===== config.mk =====
export PLATFORM = sky130hd
export DESIGN_NAME = scanirq_gen
export DESIGN_NICKNAME = d
export VERILOG_FILES = /design/src/rtl/scanirq_pkg.sv /design/src/rtl/scanirq_regs.sv /design/src/rtl/scanirq_vcmp.sv /design/src/rtl/scanirq_hunit.sv /design/src/rtl/scanirq_gen.sv
export SDC_FILE = /design/constraint.sdc
export NUM_CORES = 1
export LEC_CHECK = 0
export BUFFER_PORTS_ARGS = -buffer_cell sky130_fd_sc_hd__buf_2
export CORE_MARGIN = 2
export CORE_UTILIZATION = 52
export CTS_CLUSTER_SIZE = 16
export DETAILED_ROUTE_END_ITERATION = 10
export GPL_TIMING_DRIVEN = 0
export PLACE_DENSITY = 0.87
export SKIP_LAST_GASP = 1
export SLEW_MARGIN = 5
export SYNTH_ARGS = -nofsm -noshare
export SYNTH_HDL_FRONTEND = slang
export SYNTH_SLANG_ARGS = --single-unit
export TNS_END_PERCENT = 100

===== constraint.sdc =====
create_clock -name clk -period 1.8 [get_ports clk]
set_input_delay 0.18 -clock clk [delete_from_list [all_inputs] [get_ports clk]]
set_output_delay 0.18 -clock clk [all_outputs]
set_load 0.01 [all_outputs]

===== src/rtl/scanirq_pkg.sv =====
package scanirq_pkg;

  // Horizontal comparator repeat selection, encoded as written in bits [13:12].
  typedef enum logic [1:0] {
    HM_FRAME      = 2'd0,
    HM_EVERY_N    = 2'd1,
    HM_EVERY_LINE = 2'd2,
    HM_FRAME_ALT  = 2'd3
  } hmode_e;

  localparam logic [31:0] VREG_MASK = 32'h03FF_03FF;
  localparam logic [31:0] HREG_MASK = 32'h03FF_33FF;

  function automatic logic is_repeat(input hmode_e m);
    return (m == HM_EVERY_N) || (m == HM_EVERY_LINE);
  endfunction

endpackage


===== src/rtl/scanirq_regs.sv =====
module scanirq_regs
  import scanirq_pkg::*;
#(
  parameter int ADDR_W = 4,
  parameter int V_ADDR = 0,
  parameter int H_ADDR = 1,
  parameter int FLD_W  = 10,
  parameter int OFF_W  = 10
) (
  input  logic              clk,
  input  logic              rst_n,
  input  logic              wr_en,
  input  logic [ADDR_W-1:0] wr_addr,
  input  logic [31:0]       wr_data,
  output logic [FLD_W-1:0]  va_o,
  output logic [FLD_W-1:0]  vb_o,
  output logic [OFF_W-1:0]  hoff_o,
  output logic              h_load_o,
  output logic [FLD_W-1:0]  h_line_o,
  output hmode_e            h_mode_o
);

  logic [31:0]      v_data, h_data;
  logic             v_hit, h_hit;
  logic [FLD_W-1:0] va_q, vb_q, va_d, vb_d;
  logic [OFF_W-1:0] hoff_q, hoff_d;

  assign v_hit  = wr_en && (wr_addr == ADDR_W'(V_ADDR));
  assign h_hit  = wr_en && (wr_addr == ADDR_W'(H_ADDR));
  assign v_data = wr_data & VREG_MASK;
  assign h_data = wr_data & HREG_MASK;

  always_comb begin
    va_d   = v_data[16 +: FLD_W];
    vb_d   = v_data[0 +: FLD_W];
    hoff_d = h_data[16 +: OFF_W];
  end

  always_ff @(posedge clk or negedge rst_n) begin
    if (!rst_n) begin
      va_q <= '0;
      vb_q <= '0;
    end else if (v_hit) begin
      va_q <= va_d;
      vb_q <= vb_d;
    end
  end

  always_ff @(posedge clk or negedge rst_n) begin
    if (!rst_n) hoff_q <= '0;
    else if (h_hit) hoff_q <= hoff_d;
  end

  assign va_o     = va_q;
  assign vb_o     = vb_q;
  assign hoff_o   = hoff_q;
  assign h_load_o = h_hit;
  assign h_line_o = h_data[0 +: FLD_W];
  assign h_mode_o = hmode_e'(h_data[13:12]);

  // a vertical write lands both fields from their bit positions
  p_vwrite_fields_r1: assert property (@(posedge clk) disable iff (!rst_n)
    $past(wr_en && (wr_addr == ADDR_W'(V_ADDR))) |->
      (va_o == $past(wr_data[16 +: FLD_W])) && (vb_o == $past(wr_data[0 +: FLD_W])));

  // the offset register moves only on a horizontal write
  p_hoff_hold_r4: assert property (@(posedge clk) disable iff (!rst_n)
    !$past(wr_en && (wr_addr == ADDR_W'(H_ADDR))) |-> $stable(hoff_o));

endmodule


===== src/rtl/scanirq_vcmp.sv =====
module scanirq_vcmp #(
  parameter int FLD_W = 10,
  parameter int DOT_W = 11
) (
  input  logic             clk,
  input  logic             rst_n,
  input  logic [FLD_W-1:0] tgt_i,
  input  logic [FLD_W:0]   line_i,
  input  logic [DOT_W-1:0] dot_i,
  input  logic             odd_i,
  input  logic [FLD_W:0]   frame_lines_i,
  output logic             irq_o
);

  localparam int PW = FLD_W + 1;

  logic          enabled, match, fire_d;
  logic          match_q, irq_q;
  logic [PW-1:0] phys_tgt;

  always_comb begin
    phys_tgt = {tgt_i, odd_i};
    enabled  = {tgt_i, 1'b0} < frame_lines_i;
    match    = enabled && (dot_i == '0) && (line_i == phys_tgt);
    fire_d   = match && !match_q;
  end

  always_ff @(posedge clk or negedge rst_n) begin
    if (!rst_n) begin
      match_q <= 1'b0;
      irq_q   <= 1'b0;
    end else begin
      match_q <= match;
      irq_q   <= fire_d;
    end
  end

  assign irq_o = irq_q;

  // a pulse follows a dot-zero position whose parity matches the field
  p_vdot0_r2: assert property (@(posedge clk) disable iff (!rst_n)
    irq_o |-> ($past(dot_i) == '0) && ($past(line_i[0]) == $past(odd_i)));

  // one clock wide
  p_vsingle_r10: assert property (@(posedge clk) disable iff (!rst_n)
    irq_o |=> !irq_o);

  // the fired target was inside the frame
  p_venable_r3: assert property (@(posedge clk) disable iff (!rst_n)
    irq_o |-> ($past(line_i) < $past(frame_lines_i)));

endmodule


===== src/rtl/scanirq_hunit.sv =====
module scanirq_hunit
  import scanirq_pkg::*;
#(
  parameter int FLD_W = 10,
  parameter int DOT_W = 11,
  parameter int OFF_W = 10
) (
  input  logic             clk,
  input  logic             rst_n,
  input  logic             load_i,
  input  logic [FLD_W-1:0] load_line_i,
  input  hmode_e           load_mode_i,
  input  logic [OFF_W-1:0] off_i,
  input  logic [FLD_W:0]   line_i,
  input  logic [DOT_W-1:0] dot_i,
  input  logic             odd_i,
  input  logic [FLD_W:0]   frame_lines_i,
  input  logic [DOT_W-1:0] last_dot_i,
  output logic             irq_o
);

  localparam int TW = FLD_W + 1;
  localparam int CW = (OFF_W + 1 > DOT_W) ? OFF_W + 1 : DOT_W;

  logic [TW-1:0] tgt_q, tgt_d, step_q, step_d, half, cur_fl;
  logic          rep_q, rep_d, pend_q, pend_d;
  logic          match_q, irq_q;
  logic          enabled, line_hit, dot_hit, match, fire, upd_en;
  logic [CW-1:0] dot_raw, dot_lim, dot_tgt;

  // Dot position, clamped to the last dot of the line
  always_comb begin
    dot_raw = CW'({off_i, 1'b0});
    dot_lim = CW'(last_dot_i);
    dot_tgt = (dot_raw > dot_lim) ? dot_lim : dot_raw;
  end

  always_comb begin
    half     = {1'b0, frame_lines_i[TW-1:1]};
    cur_fl   = {1'b0, line_i[TW-1:1]};
    enabled  = {tgt_q, 1'b0} < {1'b0, frame_lines_i};
    line_hit = {tgt_q, odd_i} == {1'b0, line_i};
    dot_hit  = CW'(dot_i) == dot_tgt;
    match    = !pend_q && enabled && line_hit && dot_hit;
    fire     = match && !match_q;
  end

  // Target sequencing: a write wins over an advance, an advance starts a wrap
  always_comb begin
    tgt_d  = tgt_q;
    step_d = step_q;
    rep_d  = rep_q;
    pend_d = pend_q;
    if (load_i) begin
      if (is_repeat(load_mode_i)) begin
        step_d = (load_mode_i == HM_EVERY_LINE) ? TW'(1) : {1'b0, load_line_i};
        tgt_d  = cur_fl + step_d;
        rep_d  = 1'b1;
        pend_d = 1'b1;
      end else begin
        tgt_d  = {1'b0, load_line_i};
        rep_d  = 1'b0;
        pend_d = 1'b0;
      end
    end else if (fire && rep_q) begin
      tgt_d  = tgt_q + step_q;
      pend_d = 1'b1;
    end else if (pend_q) begin
      if ((half != '0) && (tgt_q > half)) tgt_d = tgt_q - half;
      else pend_d = 1'b0;
    end
  end

  assign upd_en = load_i || (fire && rep_q) || pend_q;

  always_ff @(posedge clk or negedge rst_n) begin
    if (!rst_n) begin
      tgt_q  <= '0;
      step_q <= '0;
      rep_q  <= 1'b0;
      pend_q <= 1'b0;
    end else if (upd_en) begin
      tgt_q  <= tgt_d;
      step_q <= step_d;
      rep_q  <= rep_d;
      pend_q <= pend_d;
    end
  end

  always_ff @(posedge clk or negedge rst_n) begin
    if (!rst_n) begin
      match_q <= 1'b0;
      irq_q   <= 1'b0;
    end else begin
      match_q <= match;
      irq_q   <= fire;
    end
  end

  assign irq_o = irq_q;

  // pulse follows the clamped dot position
  p_hdot_r5: assert property (@(posedge clk) disable iff (!rst_n)
    irq_o |-> (CW'($past(dot_i)) == $past(dot_tgt)));

  // no pulse out of a cycle that was still wrapping
  p_no_fire_wrap_r9: assert property (@(posedge clk) disable iff (!rst_n)
    irq_o |-> !$past(pend_q));

  // a settled repeating target never exceeds half the frame
  p_wrap_bound_r9: assert property (@(posedge clk) disable iff (!rst_n)
    (rep_q && !pend_q && (half != '0)) |-> (tgt_q <= half));

  // one clock wide
  p_hsingle_r10: assert property (@(posedge clk) disable iff (!rst_n)
    irq_o |=> !irq_o);

endmodule


===== src/rtl/scanirq_gen.sv =====
module scanirq_gen
  import scanirq_pkg::*;
#(
  parameter int ADDR_W = 4,
  parameter int FLD_W  = 10,
  parameter int DOT_W  = 11,
  parameter int OFF_W  = 10,
  parameter int V_ADDR = 0,
  parameter int H_ADDR = 1
) (
  input  logic              clk,
  input  logic              rst_n,
  input  logic              wr_en,
  input  logic [ADDR_W-1:0] wr_addr,
  input  logic [31:0]       wr_data,
  input  logic [FLD_W:0]    line_i,
  input  logic [DOT_W-1:0]  dot_i,
  input  logic              odd_field_i,
  input  logic [FLD_W:0]    frame_lines_i,
  input  logic [DOT_W-1:0]  last_dot_i,
  output logic              irq_va_o,
  output logic              irq_vb_o,
  output logic              irq_h_o
);

  localparam int NUM_V = 2;

  logic [1:0]       rst_pipe;
  logic             rst_n_s;
  logic [FLD_W-1:0] vtgt [NUM_V];
  logic [NUM_V-1:0] virq;
  logic [OFF_W-1:0] hoff;
  logic             h_load;
  logic [FLD_W-1:0] h_line;
  hmode_e           h_mode;

  // Asynchronous assertion, synchronous release
  always_ff @(posedge clk or negedge rst_n) begin
    if (!rst_n) rst_pipe <= 2'b00;
    else        rst_pipe <= {rst_pipe[0], 1'b1};
  end
  assign rst_n_s = rst_pipe[1];

  scanirq_regs #(
    .ADDR_W(ADDR_W), .V_ADDR(V_ADDR), .H_ADDR(H_ADDR),
    .FLD_W(FLD_W), .OFF_W(OFF_W)
  ) u_regs (
    .clk      (clk),
    .rst_n    (rst_n_s),
    .wr_en    (wr_en),
    .wr_addr  (wr_addr),
    .wr_data  (wr_data),
    .va_o     (vtgt[0]),
    .vb_o     (vtgt[1]),
    .hoff_o   (hoff),
    .h_load_o (h_load),
    .h_line_o (h_line),
    .h_mode_o (h_mode)
  );

  for (genvar gi = 0; gi < NUM_V; gi++) begin : g_vcmp
    scanirq_vcmp #(.FLD_W(FLD_W), .DOT_W(DOT_W)) u_vcmp (
      .clk           (clk),
      .rst_n         (rst_n_s),
      .tgt_i         (vtgt[gi]),
      .line_i        (line_i),
      .dot_i         (dot_i),
      .odd_i         (odd_field_i),
      .frame_lines_i (frame_lines_i),
      .irq_o         (virq[gi])
    );
  end

  scanirq_hunit #(.FLD_W(FLD_W), .DOT_W(DOT_W), .OFF_W(OFF_W)) u_hunit (
    .clk           (clk),
    .rst_n         (rst_n_s),
    .load_i        (h_load),
    .load_line_i   (h_line),
    .load_mode_i   (h_mode),
    .off_i         (hoff),
    .line_i        (line_i),
    .dot_i         (dot_i),
    .odd_i         (odd_field_i),
    .frame_lines_i (frame_lines_i),
    .last_dot_i    (last_dot_i),
    .irq_o         (irq_h_o)
  );

  assign irq_va_o = virq[0];
  assign irq_vb_o = virq[1];

  // quiet while the internal reset is held
  always_comb begin
    if (!rst_n_s) begin
      p_reset_quiet_r12: assert (!irq_va_o && !irq_vb_o && !irq_h_o);
    end
  end

endmodule


== Yosys cells after proc, flatten, opt, wreduce, memory -nomap -nowiden ==
Cells that the tools add are included.

* Multiplexer cells: 12
* Add/sub/neg operators: 3
* Equality and inequality tests: 7
* Reduce and logical (&&, ||, !) cells: 29
* $lt $le $gt $ge: 5

{| class="wikitable"
|+ Operator list
! cell !! number
|-
| two-way mux 11 bit || 6
|-
| == test 11 bit || 3
|-
| < comparator 11 bit || 2
|-
| logical AND 1 bit || 14
|-
| == test 12 x 11 -> 1 bit || 1
|-
| < comparator 12 x 11 -> 1 bit || 1
|-
| adder 10 x 11 -> 11 bit || 1
|-
| adder 11 bit || 1
|-
| greater-than comparator 11 x 10 -> 1 bit || 1
|-
| greater-than comparator 11 bit || 1
|-
| zero test 11 bit || 1
|-
| nonzero test 11 bit || 1
|-
| subtractor 11 x 10 -> 11 bit || 1
|-
| two-way mux 10 bit || 1
|-
| AND reduction 3 bit || 2
|-
| nonzero test 3 bit || 2
|-
| two-way mux 1 bit || 5
|-
| == test 4 x 1 -> 1 bit (second input constant) || 1
|-
| zero test 1 bit || 4
|-
| zero test 4 bit || 1
|-
| logical OR 1 bit || 3
|-
| == test 2 x 1 -> 1 bit (second input constant) || 1
|-
| == test 2 bit (second input constant) || 1
|-
| AND reduction 2 bit || 1
|}

* Word-level logic and storage cells: 70
* Output and inout port bits: 3
* Input bits: 84
* Register bits: 62

== Logic depth before layout (Yosys ltp) ==
Gate-level depths: netlist of run 1.

* Depth in word-level cells: 9
* Mapped depth: 15
* Gate-level depth less buffers: 15

== Hierarchy ==
A second synthesis of run 1 with hierarchy kept.

* Cell total of the unflattened synthesis: 615
* Area, all modules: 5696.7 sq um

{| class="wikitable"
|+ By module, submodules not included
! module !! area each (sq um) !! seq. area each (sq um) !! cells an instance !! times used
|-
| scanirq_hunit || 3470.8 || 625.6 || 423 || 1
|-
| scanirq_regs || 1246.2 || 750.7 || 79 || 1
|-
| scanirq_vcmp || 462.9 || 50.0 || 55 || 2
|-
| scanirq_gen || 53.8 || 50.0 || 3 || 1
|}

== Least setup slack after synthesis of run 1 ==
Ideal clock, no wire load.

* Path kind: register to register
* Start: reg u_regs.hoff_q[8] (netlist: u_regs.hoff_o[8])
* End: reg u_hunit.tgt_q[10]
* Arrival: 2.555 ns
* Required time: 1.671 ns
* Path buffers: 0
* Period minus slack after synthesis: 2.683 ns
* Cell stages (with the launch flop): 10
* Setup time: 0.129 ns
* Path slack: -0.883 ns
* Path through: dfrtp_1 -> ha_1 -> and4_1 -> a41oi_1 -> a31oi_2 -> mux2i_1 -> nand4_4 -> nor2_8 -> nor2_4 -> a2111o_1

* Longest elaborated chain between the ends: 9
* Elaborated cells between the ends (all ways): 13
* Classes of those cells: order compare: 1; eq/ne: 1; mux: 3; reduce/logical: 8

{| class="wikitable"
|+ Ends and longest elaborated chain
! item !! line !! RTL
|-
| from (decl) || scanirq_regs.sv:26 || <nowiki>logic [OFF_W-1:0] hoff_q, hoff_d;</nowiki>
|-
| from (signal assigned) || scanirq_regs.sv:51 || <nowiki>else if (h_hit) hoff_q <= hoff_d;</nowiki>
|-
| greater-than comparator 11 bit || scanirq_hunit.sv:35 || <nowiki>dot_tgt = (dot_raw > dot_lim) ? dot_lim : dot_raw;</nowiki>
|-
| two-way mux 11 bit (*) || scanirq_hunit.sv:35 ||
|-
| == test 11 bit (*) || scanirq_hunit.sv:43 || <nowiki>dot_hit = CW'(dot_i) == dot_tgt;</nowiki>
|-
| logical AND 1 bit (*) || scanirq_hunit.sv:44 || <nowiki>match = !pend_q && enabled && line_hit && dot_hit;</nowiki>
|-
| logical AND 1 bit (*) || scanirq_hunit.sv:45 || <nowiki>fire = match && !match_q;</nowiki>
|-
| logical AND 1 bit (*) || scanirq_hunit.sv:65, scanirq_hunit.sv:74 ||
|-
| logical OR 1 bit (2 in a row) || scanirq_hunit.sv:74 || <nowiki>assign upd_en = load_i || (fire && rep_q) || pend_q;</nowiki>
|-
| AND reduction 3 bit (no line) || n/a ||
|-
| to (signal assigned) || scanirq_hunit.sv:83 || <nowiki>tgt_q <= tgt_d;</nowiki>
|-
| to (decl) || scanirq_hunit.sv:25 || <nowiki>logic [TW-1:0] tgt_q, tgt_d, step_q, step_d, half, cur_fl;</nowiki>
|}

Mark *: on every way between the ends. The rest lies on a longest branch, timed or not.
A chain may end at the register's enable or synchronous reset.

== Worst setup path in the final report of run 1 ==
* Start: reg u_regs.hoff_q[4] (netlist: u_regs.hoff_o[4])
* End: reg u_hunit.tgt_q[5]

The elaborated chain is that of the path after synthesis.

==> impl_metrics.toml, run 1 <==
[synth]
yosysWarnings = 0
synth_top_area_share_pct = 28.6
synth-compound-area-share_pct = 15.5
ys_seq_area_share_pct = 28.6
synth.area.top_cells = "dfrtp_1 29%, ha_1 15%, xor2_1 6.6%"
synthSimpleGateAreaFrac_pct = 17.6
synthCells = 579
synth_top_area_cell = "dfrtp_1"
yosys.area_share.adder_pct = 15.6
synth_top_family_by_area = "simple AND/OR/NAND/NOR gates"
synthMuxAreaShare_pct = 7.47
synth_ff_type = "dfrtp_1"
syn-mean-instance-area_um2 = 9.23
ys_types = 67
synth-xor-area-share_pct = 10.7
synth_seq_cells = 61
synth_edf_count = 0
syn-num-nets = 728
synth.cell_area_um2 = 5340
synth-async-reset-ratio_pct = 100

[clock_tree]
cts_max_path_buffers = 2
cts_buffers = 9
cts_num_sinks = 61
cts-root-buf = "clkbuf_8"
clock_latency_ns = 0.36
path_clk_slew_ns = 0.07
htree_levels = 3
cts_tree = "built"

[place]
dpl.cell_count = 788
gp_congestion = 0.936
post-dp-hpwl_um = 12300
io_buffers = 76

[worst_setup_path]
cp-end-kind = "register"
worstPathCellList = "ha_1 > and3_4 > a21o_1 > o21ai_2 > a31oi_4 > a2111oi_4 > and3_2 > nand3b_1 > and3_4 > o32ai_1"
regToRegStartpoint = "u_regs.hoff_o[4]$_DFFE_PN0P_"
crit_arrival_ns = 3.10
path_buf_inv = 0
cp_top_family = "compound AO/OA/AOI/OAI gates"
max_stage_delay_ns = 0.39
cp_slowest_cell = "dfrtp_1"
path_max_fanout = 5
worst_path_most_repeated_cell = "and3_4"
critical_path_class = "register to register"
crit_start = "u_regs.hoff_o[4]$_DFFE_PN0P_"
cp.required_ns = 2.06
start_kind = "register"

[global_routing]
grt_pass1_wl_um = 26000
grt_pass1_vias = 5228
grt-ovfl-total = 0
grt_max_degree = 60
track_usage_pct = 30.1
antenna_found_initial = 0

[sta]
period_needed_ns = 2.83
slew_headroom_pct = 48.8
finalCritPeriodShare_pct = 157
worst_pin_slew_ns = 0.767
grt_setup_unrepaired = "true"
clock.fmax_ghz = 0.353
setup_viol = 18
slew_violations = 0
setup_ws_ns = -1.03
finalSetupTns_ns = -13.77
timing_hold_violations_final = 0
skew_ns = 0.00655

[detailed_routing]
vias = 5010
wirelength_um = 16200
drc = 0
vias_per_cell = 6.08
ant_nets = 0
routedWlPerCell_um = 19.7
drtIter0Drc = 342
firstDrtPassIters = 5

[pwr]
power.leakage_nw = 3.07
powerDensity_nw_per_um2 = 1090
peakVddDrop_uv = 485

[floorplanning]
core_area_um2 = 9860
initial_core_util_pct = 54.1
die_x_um = 105
top_level_ports = 87
design.die.area_um2 = 11100
die_h_um = 105
rows = 36

[final_layout]
final_common_cell = "buf_2"
insertedDiodeCount = 0
layout-drive-gt1-share_pct = 28.9
nNetsFinal = 835
final_cell_mix = "78 x buf_2, 60 x dfrtp_1, 56 x nand2_1, 56 x ha_1, 40 x xor2_1"
area_growth_pct = 21.7
stdcell_count = 824

[flow_run]
maxCapViolations = 0

[worst_hold_path]
hold_path.class = "primary input to register"
worst_hold_startpoint = "wr_data[24]"

[outcome]
violations = "negative setup slack"
status = "finished with violations"
==> tightest hold or removal path, stage by stage <==
cell	delay, ns
buf_2	0.09
nand2_1	0.05
nand2_1	0.05
==> repair_timing <==
action	CTS	global route
endpoints found under the setup margin	18	18
setup buffers	14	5
hold buffers	1	0
hold endpoints to repair	2	0
pin swaps	8	7
resized for setup	13	17
==> logic make-up after synthesis <==
| logic type | after synthesis |
|---|---|
| simple gates | 174 |
| compound gates | 124 |
| fa+ha+maj | 65 |
| xor+xnor | 65 |
| flops | 61 |
| buf+inv | 53 |
| mux | 36 |
| other cells | 1 |
==> final timing paths <==
| check | to | slack (ns) | depth (start not counted) |
|---|---|---|---|
| worst max-delay path | u_hunit.tgt_q[5]$_DFFE_PN0P_ | -1.03 | 10 |
| worst min-delay path | u_regs.hoff_o[8]$_DFFE_PN0P_ | 0.04 | 3 |
| worst max register to register | u_hunit.tgt_q[5]$_DFFE_PN0P_ | -1.03 | 10 |
| worst min register to register | rst_pipe[1]$_DFF_PN0_ | 0.36 | 0 |
| max in group asynchronous | u_hunit.irq_o$_DFF_PN0_ | 0.89 | 0 |
| min in group asynchronous | rst_pipe[1]$_DFF_PN0_ | 0.13 | 2 |
==> area by class of cell <==
cell class,count,area [um^2]
Inverter,40,150
Fill cell,768,3360
Clock inverter,3,42.5
Clock buffer,13,169
Tap cell,133,166
Multi-Input combinational cell,465,3820
Timing Repair Buffer,96,537
Sequential cell,61,1530
Buffer,13,88.8
==> flip-flops by register name (all words and copies together), names as in the netlist, 2 cells and up <==
register / flops
u_regs.va_o: 10
u_regs.hoff_o: 10
u_hunit.step_q: 10
g_vcmp.u_vcmp.irq_o: 2
rst_pipe: 2
g_vcmp.u_vcmp.match_q: 2
u_hunit.tgt_q: 11
u_regs.vb_o: 10
==> synth_stat cells, drive strengths merged, types with 4 or more instances <==
library cell and n:
ha 62, dfrtp 61, nand2 56, inv 40, xor2 40, o21ai 33, mux2 31, a21oi 29
nor2 25, xnor2 25, nor2b 22, nor4 18, nor3 12, clkbuf 9, nand4 9, o21a 9
nand2b 7, a21o 6, a31oi 6, o22ai 6, a211oi 5, mux2i 5, and3 4, buf 4
nand3 4
==> power breakdown <==
group / internal [W] / switching [W] / total (W)
logic: 0.00176 / 0.00186 / 0.00361
clock network: 0.000751 / 0.000580 / 0.00133
registers: 0.00170 / 0.000470 / 0.00217
total: 0.00421 / 0.00291 / 0.00712
==> layer usage <==
layer / up-vias / global-route usage [%] / share of wire, % / routed length [um]
li1: 2294 / - / - / -
met1: 2412 / 35.9 / 39 / 6360
met4: 0 / 16.6 / 4.8 / 770
met3: 61 / 7.61 / 7.8 / 1270
met2: 243 / 49.3 / 48 / 7810
met5: - / 0 / 0 / 0
==> metrics by stage <==
| step | util [%] | setup WS (ns) | area [um^2] | hold slack (ns) | power (W) |
|---|---|---|---|---|---|
| finish | 65.9 | -1.03 | 6500 | 0.0360 | 0.00712 |
| CTS | 64.6 | -1.02 | 6370 | 0.0252 | 0.00690 |
| global placement | 60.4 | -1.17 | 5960 | -0.0337 | 0.00526 |
| floorplan | - | -0.857 | 5410 | -0.116 | 0.00454 |
| global route | 65.9 | -1.19 | 6500 | 0.0451 | 0.00759 |
| detailed placement | 60.4 | -1.30 | 5960 | -0.0345 | 0.00542 |
Power figures use the tool's default switching activity.
==> run 2: changes to the inputs <==
--- a/config.mk
+++ b/config.mk
@@ -6,9 +6,11 @@
 export NUM_CORES = 1
 export LEC_CHECK = 0
 export BUFFER_PORTS_ARGS = -buffer_cell sky130_fd_sc_hd__buf_2
+export CELL_PAD_IN_SITES_DETAIL_PLACEMENT = 0
+export CELL_PAD_IN_SITES_GLOBAL_PLACEMENT = 1
 export CORE_MARGIN = 2
-export CORE_UTILIZATION = 52
-export CTS_CLUSTER_SIZE = 16
+export CORE_UTILIZATION = 40
+export CTS_CLUSTER_SIZE = 30
 export DETAILED_ROUTE_END_ITERATION = 10
 export GPL_TIMING_DRIVEN = 0
 export PLACE_DENSITY = 0.87
@@ -16,5 +18,6 @@
 export SLEW_MARGIN = 5
 export SYNTH_ARGS = -nofsm -noshare
 export SYNTH_HDL_FRONTEND = slang
+export SYNTH_HIERARCHICAL = 1
 export SYNTH_SLANG_ARGS = --single-unit
 export TNS_END_PERCENT = 100
==> impl_metrics.toml, run 2 <==
[synth]
synth_top_area_share_pct = 26.8
synth-xor-area-share_pct = 8.61
synthMuxAreaShare_pct = 11.0
synth_ff_type = "dfrtp_1"
synth_top_area_cell = "dfrtp_1"
synth.area.top_cells = "dfrtp_1 27%, ha_1 14%, mux2_2 8.5%"
ys_seq_area_share_pct = 26.8
synthCells = 615
synth.cell_area_um2 = 5700
yosys.area_share.adder_pct = 14.7
ys_types = 67
synth-compound-area-share_pct = 16.2
syn-mean-instance-area_um2 = 9.26
synth_top_family_by_area = "compound AO/OA/AOI/OAI gates"
yosysMostFrequentCell = "inv_1"
synth_seq_cells = 61
synth-async-reset-ratio_pct = 100
synth_edf_count = 0
synthTopCellsByCount = "69 x inv_1, 62 x ha_1, 61 x dfrtp_1, 43 x mux2_2, 39 x xor2_1"
syn-num-nets = 764
yosysWarnings = 6
synthSimpleGateAreaFrac_pct = 15.0

[clock_tree]
cts_max_path_buffers = 2
cts_buffers = 9
cts-root-buf = "clkbuf_16"
cts_tree = "built"
htree_levels = 3
path_clk_slew_ns = 0.06
clock_latency_ns = 0.34
cts_num_sinks = 61

[worst_setup_path]
cp.required_ns = 2.02
cp-end-kind = "register"
start_kind = "register"
worst_path_most_repeated_cell = "buf_6"
max_stage_delay_ns = 0.43
cp_slowest_cell = "dfrtp_1"
crit_arrival_ns = 3.55
cp_top_family = "compound AO/OA/AOI/OAI gates"
worstPathCellList = "ha_4 > and4_4 > nand3_4 > o21ba_4 > a221o_1 > buf_6 > mux2i_4 > a2111oi_4 > and4_1 > buf_6 > mux2_4 > o221a_4"
path_max_fanout = 3
critical_path_class = "register to register"
path_buf_inv = 2

[pwr]
power.leakage_nw = 3.40
peakVddDrop_uv = 497
powerDensity_nw_per_um2 = 1110

[sta]
timing_hold_violations_final = 0
clock.fmax_ghz = 0.300
skew_ns = 0.00674
setup_viol = 14
slew_violations = 0
setup_ws_ns = -1.53
slew_headroom_pct = 33.2
finalCritPeriodShare_pct = 185
grt_setup_unrepaired = "true"
worst_pin_slew_ns = 0.990
period_needed_ns = 3.33

[detailed_routing]
drtIter0Drc = 355
vias_per_cell = 5.61
ant_nets = 0
drc = 0
wirelength_um = 17100
routedWlPerCell_um = 18.8
firstDrtPassIters = 4
vias = 5095

[place]
io_buffers = 74
dpl.cell_count = 869
post-dp-hpwl_um = 13300
gp_congestion = 0.950
placed_area_um2 = 6330

[global_routing]
antenna_found_initial = 0
grt_pass1_wl_um = 27300
track_usage_pct = 23.7
grt_max_degree = 60
grt-ovfl-total = 0
grt_pass1_vias = 5200

[final_layout]
layout-drive-gt1-share_pct = 29.5
insertedDiodeCount = 0
nNetsFinal = 872
final_common_cell = "buf_2"
largest_reg_flops = 11
largest_register = "u_hunit/tgt_q"
area_growth_pct = 23.1
stdcell_count = 908
design_area_um2 = 7010
final_cell_mix = "74 x buf_2, 69 x inv_1, 60 x dfrtp_1, 58 x ha_1, 41 x mux2_2"

[floorplanning]
die_x_um = 123
die_h_um = 123
top_level_ports = 87
design.die.area_um2 = 15200
initial_core_util_pct = 41.0
rows = 43
core_area_um2 = 13900

[outcome]
violations = "negative setup slack"
status = "finished with violations"

[worst_hold_path]
hold_path.class = "primary input to register"

[flow_run]
maxCapViolations = 0
==> run 2: routing by layer <==
layer,track usage [%],up-vias,share of wire (%)
met1,31.7,2453,46
li1,-,2452,-
met3,3.92,22,5.9
met2,39.2,168,47
met4,7.39,0,1.6
met5,0,-,0
==> run 2: cell families (layout without fill, tap and decap cells) <==
kind of cell,Yosys count,after routing
fa+ha+maj,65,65
flops,61,61
other cells,1,1
mux,57,57
buf+inv,92,205
simple gates,146,146
compound gates,137,137
xor+xnor,56,56
==> run 2: layout make-up <==
type                            instances  area, um^2
Clock inverter                          7        76.3
Clock buffer                            9         225
Buffer                                 21         168
Inverter                               70         263
Sequential cell                        61        1530
Timing Repair Buffer                   98         572
Tap cell                              180         225
Fill cell                            1292        6870
Multi-Input combinational cell        462        3950
==> run 2: final timing paths <==
kind                                                    from                            end  slack, ns  cells after the start
max in group asynchronous              rst_pipe[1]$_DFF_PN0_  u_hunit/step_q[9]$_DFFE_PN0P_       0.83                      0
worst max register to register  u_regs/hoff_o[3]$_DFFE_PN0P_   u_hunit/tgt_q[5]$_DFFE_PN0P_      -1.53                     12
worst min-delay path                              wr_data[2]     u_regs/vb_o[2]$_DFFE_PN0P_       0.09                      2
worst min register to register         rst_pipe[0]$_DFF_PN0_          rst_pipe[1]$_DFF_PN0_       0.35                      0
worst max-delay path            u_regs/hoff_o[3]$_DFFE_PN0P_   u_hunit/tgt_q[5]$_DFFE_PN0P_      -1.53                     12
min in group asynchronous                              rst_n          rst_pipe[1]$_DFF_PN0_       0.15                      2
==> run 2: timing repair <==
action	4_1_cts	5_1_grt
cloned	1	0
gates resized for setup	23	20
endpoints found under the hold margin	2	0
endpoints found under the setup margin	14	14
pin swaps	15	13
hold buffers	1	0
buffers inserted	19	3
==> run 2: power breakdown <==
group          internal [W]  switching (W)  leakage (nW)
Sequential          0.00171       0.000431         0.764
Combinational       0.00188        0.00202          2.49
Clock               0.00107       0.000687         0.142
Total               0.00466        0.00314          3.40
==> run 2: stage by stage <==
| step | setup TNS (ns) | setup slack (ns) | util, % | power, W | hold slack (ns) |
|---|---|---|---|---|---|
| 2_1_floorplan | -18.21 | -1.46 | - | 0.00474 | -0.116 |
| 3_3_place_gp | -24.15 | -1.77 | 45.6 | 0.00549 | -0.0351 |
| 3_5_place_dp | -24.45 | -1.78 | 45.6 | 0.00562 | -0.0329 |
| 4_1_cts | -21.02 | -1.61 | 49.7 | 0.00766 | 0.0812 |
| 5_1_grt | -21.06 | -1.62 | 50.5 | 0.00835 | 0.0870 |
| 6_report | -19.78 | -1.53 | 50.5 | 0.00780 | 0.0856 |
==> run 3: changes to the inputs <==
--- a/config.mk
+++ b/config.mk
@@ -14,6 +14,7 @@
 export DETAILED_ROUTE_END_ITERATION = 10
 export GPL_TIMING_DRIVEN = 0
 export PLACE_DENSITY = 0.87
+export RECOVER_POWER = 100
 export SKIP_LAST_GASP = 1
 export SLEW_MARGIN = 5
 export SYNTH_ARGS = -nofsm -noshare
==> impl_metrics.toml, run 3 (synthesized netlist as in run 2, its figures left out) <==
[sta]
period_needed_ns = 3.34
slew_violations = 0
slew_headroom_pct = 6.84
grt_setup_unrepaired = "true"
timing_hold_violations_final = 0
finalCritPeriodShare_pct = 185
clock.fmax_ghz = 0.300
skew_ns = 0.00690
setup_ws_ns = -1.54
setup_viol = 23
worst_pin_slew_ns = 1.40
hold_ws_ns = 0.0894

[pwr]
peakVddDrop_uv = 497
power.leakage_nw = 3.36
powerDensity_nw_per_um2 = 1120

[clock_tree]
path_clk_slew_ns = 0.06
cts-root-buf = "clkbuf_16"
cts_tree = "built"
clock_latency_ns = 0.34
htree_levels = 3
cts_buffers = 9
cts_max_path_buffers = 2
cts_num_sinks = 61

[floorplanning]
design.die.area_um2 = 15200
initial_core_util_pct = 41.0
die_x_um = 123
die_h_um = 123
core_area_um2 = 13900
top_level_ports = 87
rows = 43

[final_layout]
area_growth_pct = 22.2
final_cell_mix = "70 x buf_2, 69 x inv_1, 60 x dfrtp_1, 58 x ha_1, 41 x mux2_2"
largest_reg_flops = 11
nNetsFinal = 872
final_common_cell = "buf_2"
largest_register = "u_hunit/tgt_q"
layout-drive-gt1-share_pct = 28.0
insertedDiodeCount = 0
final_core_util_pct = 50.2
stdcell_count = 908

[place]
gp_congestion = 0.950
post-dp-hpwl_um = 13300
dp_worst_setup_slack_ns = -1.78
dpl.cell_count = 869
io_buffers = 74

[worst_setup_path]
crit_end = "u_hunit/tgt_q[5]$_DFFE_PN0P_"
path_max_fanout = 3
r2r_setup_slack_ns = -1.54
cp-end-kind = "register"
rr_endpoint = "u_hunit/tgt_q[5]$_DFFE_PN0P_"
critical_path_class = "register to register"
crit_start = "u_regs/hoff_o[3]$_DFFE_PN0P_"
crit_arrival_ns = 3.56
start_kind = "register"
regToRegStartpoint = "u_regs/hoff_o[3]$_DFFE_PN0P_"
r2r_cells = 12
cp.required_ns = 2.02

[global_routing]
antenna_found_initial = 0
grt_max_degree = 60
grt_pass1_vias = 5200
grt_pass1_wl_um = 27300
grt-ovfl-total = 0
track_usage_pct = 23.7

[detailed_routing]
vias_per_cell = 5.64
wirelength_um = 17000
drtIter0Drc = 359
drc = 0
vias = 5122
ant_nets = 0
firstDrtPassIters = 5
routedWlPerCell_um = 18.8

[outcome]
violations = "negative setup slack"
status = "finished with violations"

[worst_hold_path]
hold_path.class = "primary input to register"
worst_hold_startpoint = "wr_data[2]"

[flow_run]
maxCapViolations = 0
==> run 3: changes by cell type in the layout (fill, tap and decap cells not counted), sizes merged <==
cell | previous run | this run
buf | 114 | 107
clkbuf | 13 | 20
==> run 3: power by group <==
group          switching, W  internal [W]  total [W]
Combinational       0.00202       0.00187    0.00389
Clock              0.000678       0.00107    0.00175
Sequential         0.000433       0.00171    0.00214
Total               0.00313       0.00465    0.00778
==> run 3: worst max-delay path, cell delays in order, from the launching register on <==
cell and delay [ns]:
dfrtp_1 0.44, ha_4 0.29, and4_4 0.25, nand3_4 0.08, o21ba_4 0.20, a221o_1 0.39
buf_6 0.16, mux2i_4 0.19, a2111oi_4 0.33, and4_1 0.26, buf_6 0.12, mux2_4 0.30
o221a_4 0.21
==> run 3: metal layers <==
layer  wire length, um  vias to the layer above  global-route usage (%)
met5                 0                        -                       0
met4               230                        0                    7.39
met3              1090                       19                    3.92
met2              8000                      183                    39.2
met1              7720                     2469                    31.7
li1                  -                     2451                       -
==> run 3: final cells by class <==
class | instances | area [um^2]
clock inverter | 7 | 76.3
fill | 1303 | 6920
inverter | 70 | 263
sequential | 61 | 1530
timing repair buffer | 98 | 563
tap | 180 | 225
clock buffer | 9 | 225
buffer | 21 | 143
multi-input combinational | 462 | 3940
==> run 3: stage by stage <==
stage	cell area, um^2	setup TNS [ns]	total power, W
after floorplan	5740	-18.21	0.00474
after global placement	6330	-24.15	0.00549
after detailed placement	6330	-24.45	0.00562
after CTS	6900	-21.02	0.00766
after global routing	6960	-24.47	0.00834
final	6960	-22.14	0.00778
==> run 3: how the worst min path moves through the flow <==
stage | end | slack, ns | cells after the start
final | u_regs/vb_o[2]$_DFFE_PN0P_ | 0.09 | 2
after global routing | u_regs/hoff_o[9]$_DFFE_PN0P_ | 0.09 | 2
after CTS | u_regs/vb_o[2]$_DFFE_PN0P_ | 0.08 | 2
after detailed placement | rst_pipe[0]$_DFF_PN0_ | -0.03 | 1
after global placement | rst_pipe[0]$_DFF_PN0_ | -0.04 | 1
after floorplan | rst_pipe[0]$_DFF_PN0_ | -0.12 | 0
==> run 3: timing repair <==
item / in CTS / in global routing
gates resized for setup: 23 / 20
cloned: 1 / 0
hold buffers: 1 / 0
buffers inserted: 19 / 3
pin swaps: 15 / 13
hold endpoints to repair: 2 / 0
endpoints found under the setup margin: 14 / 14
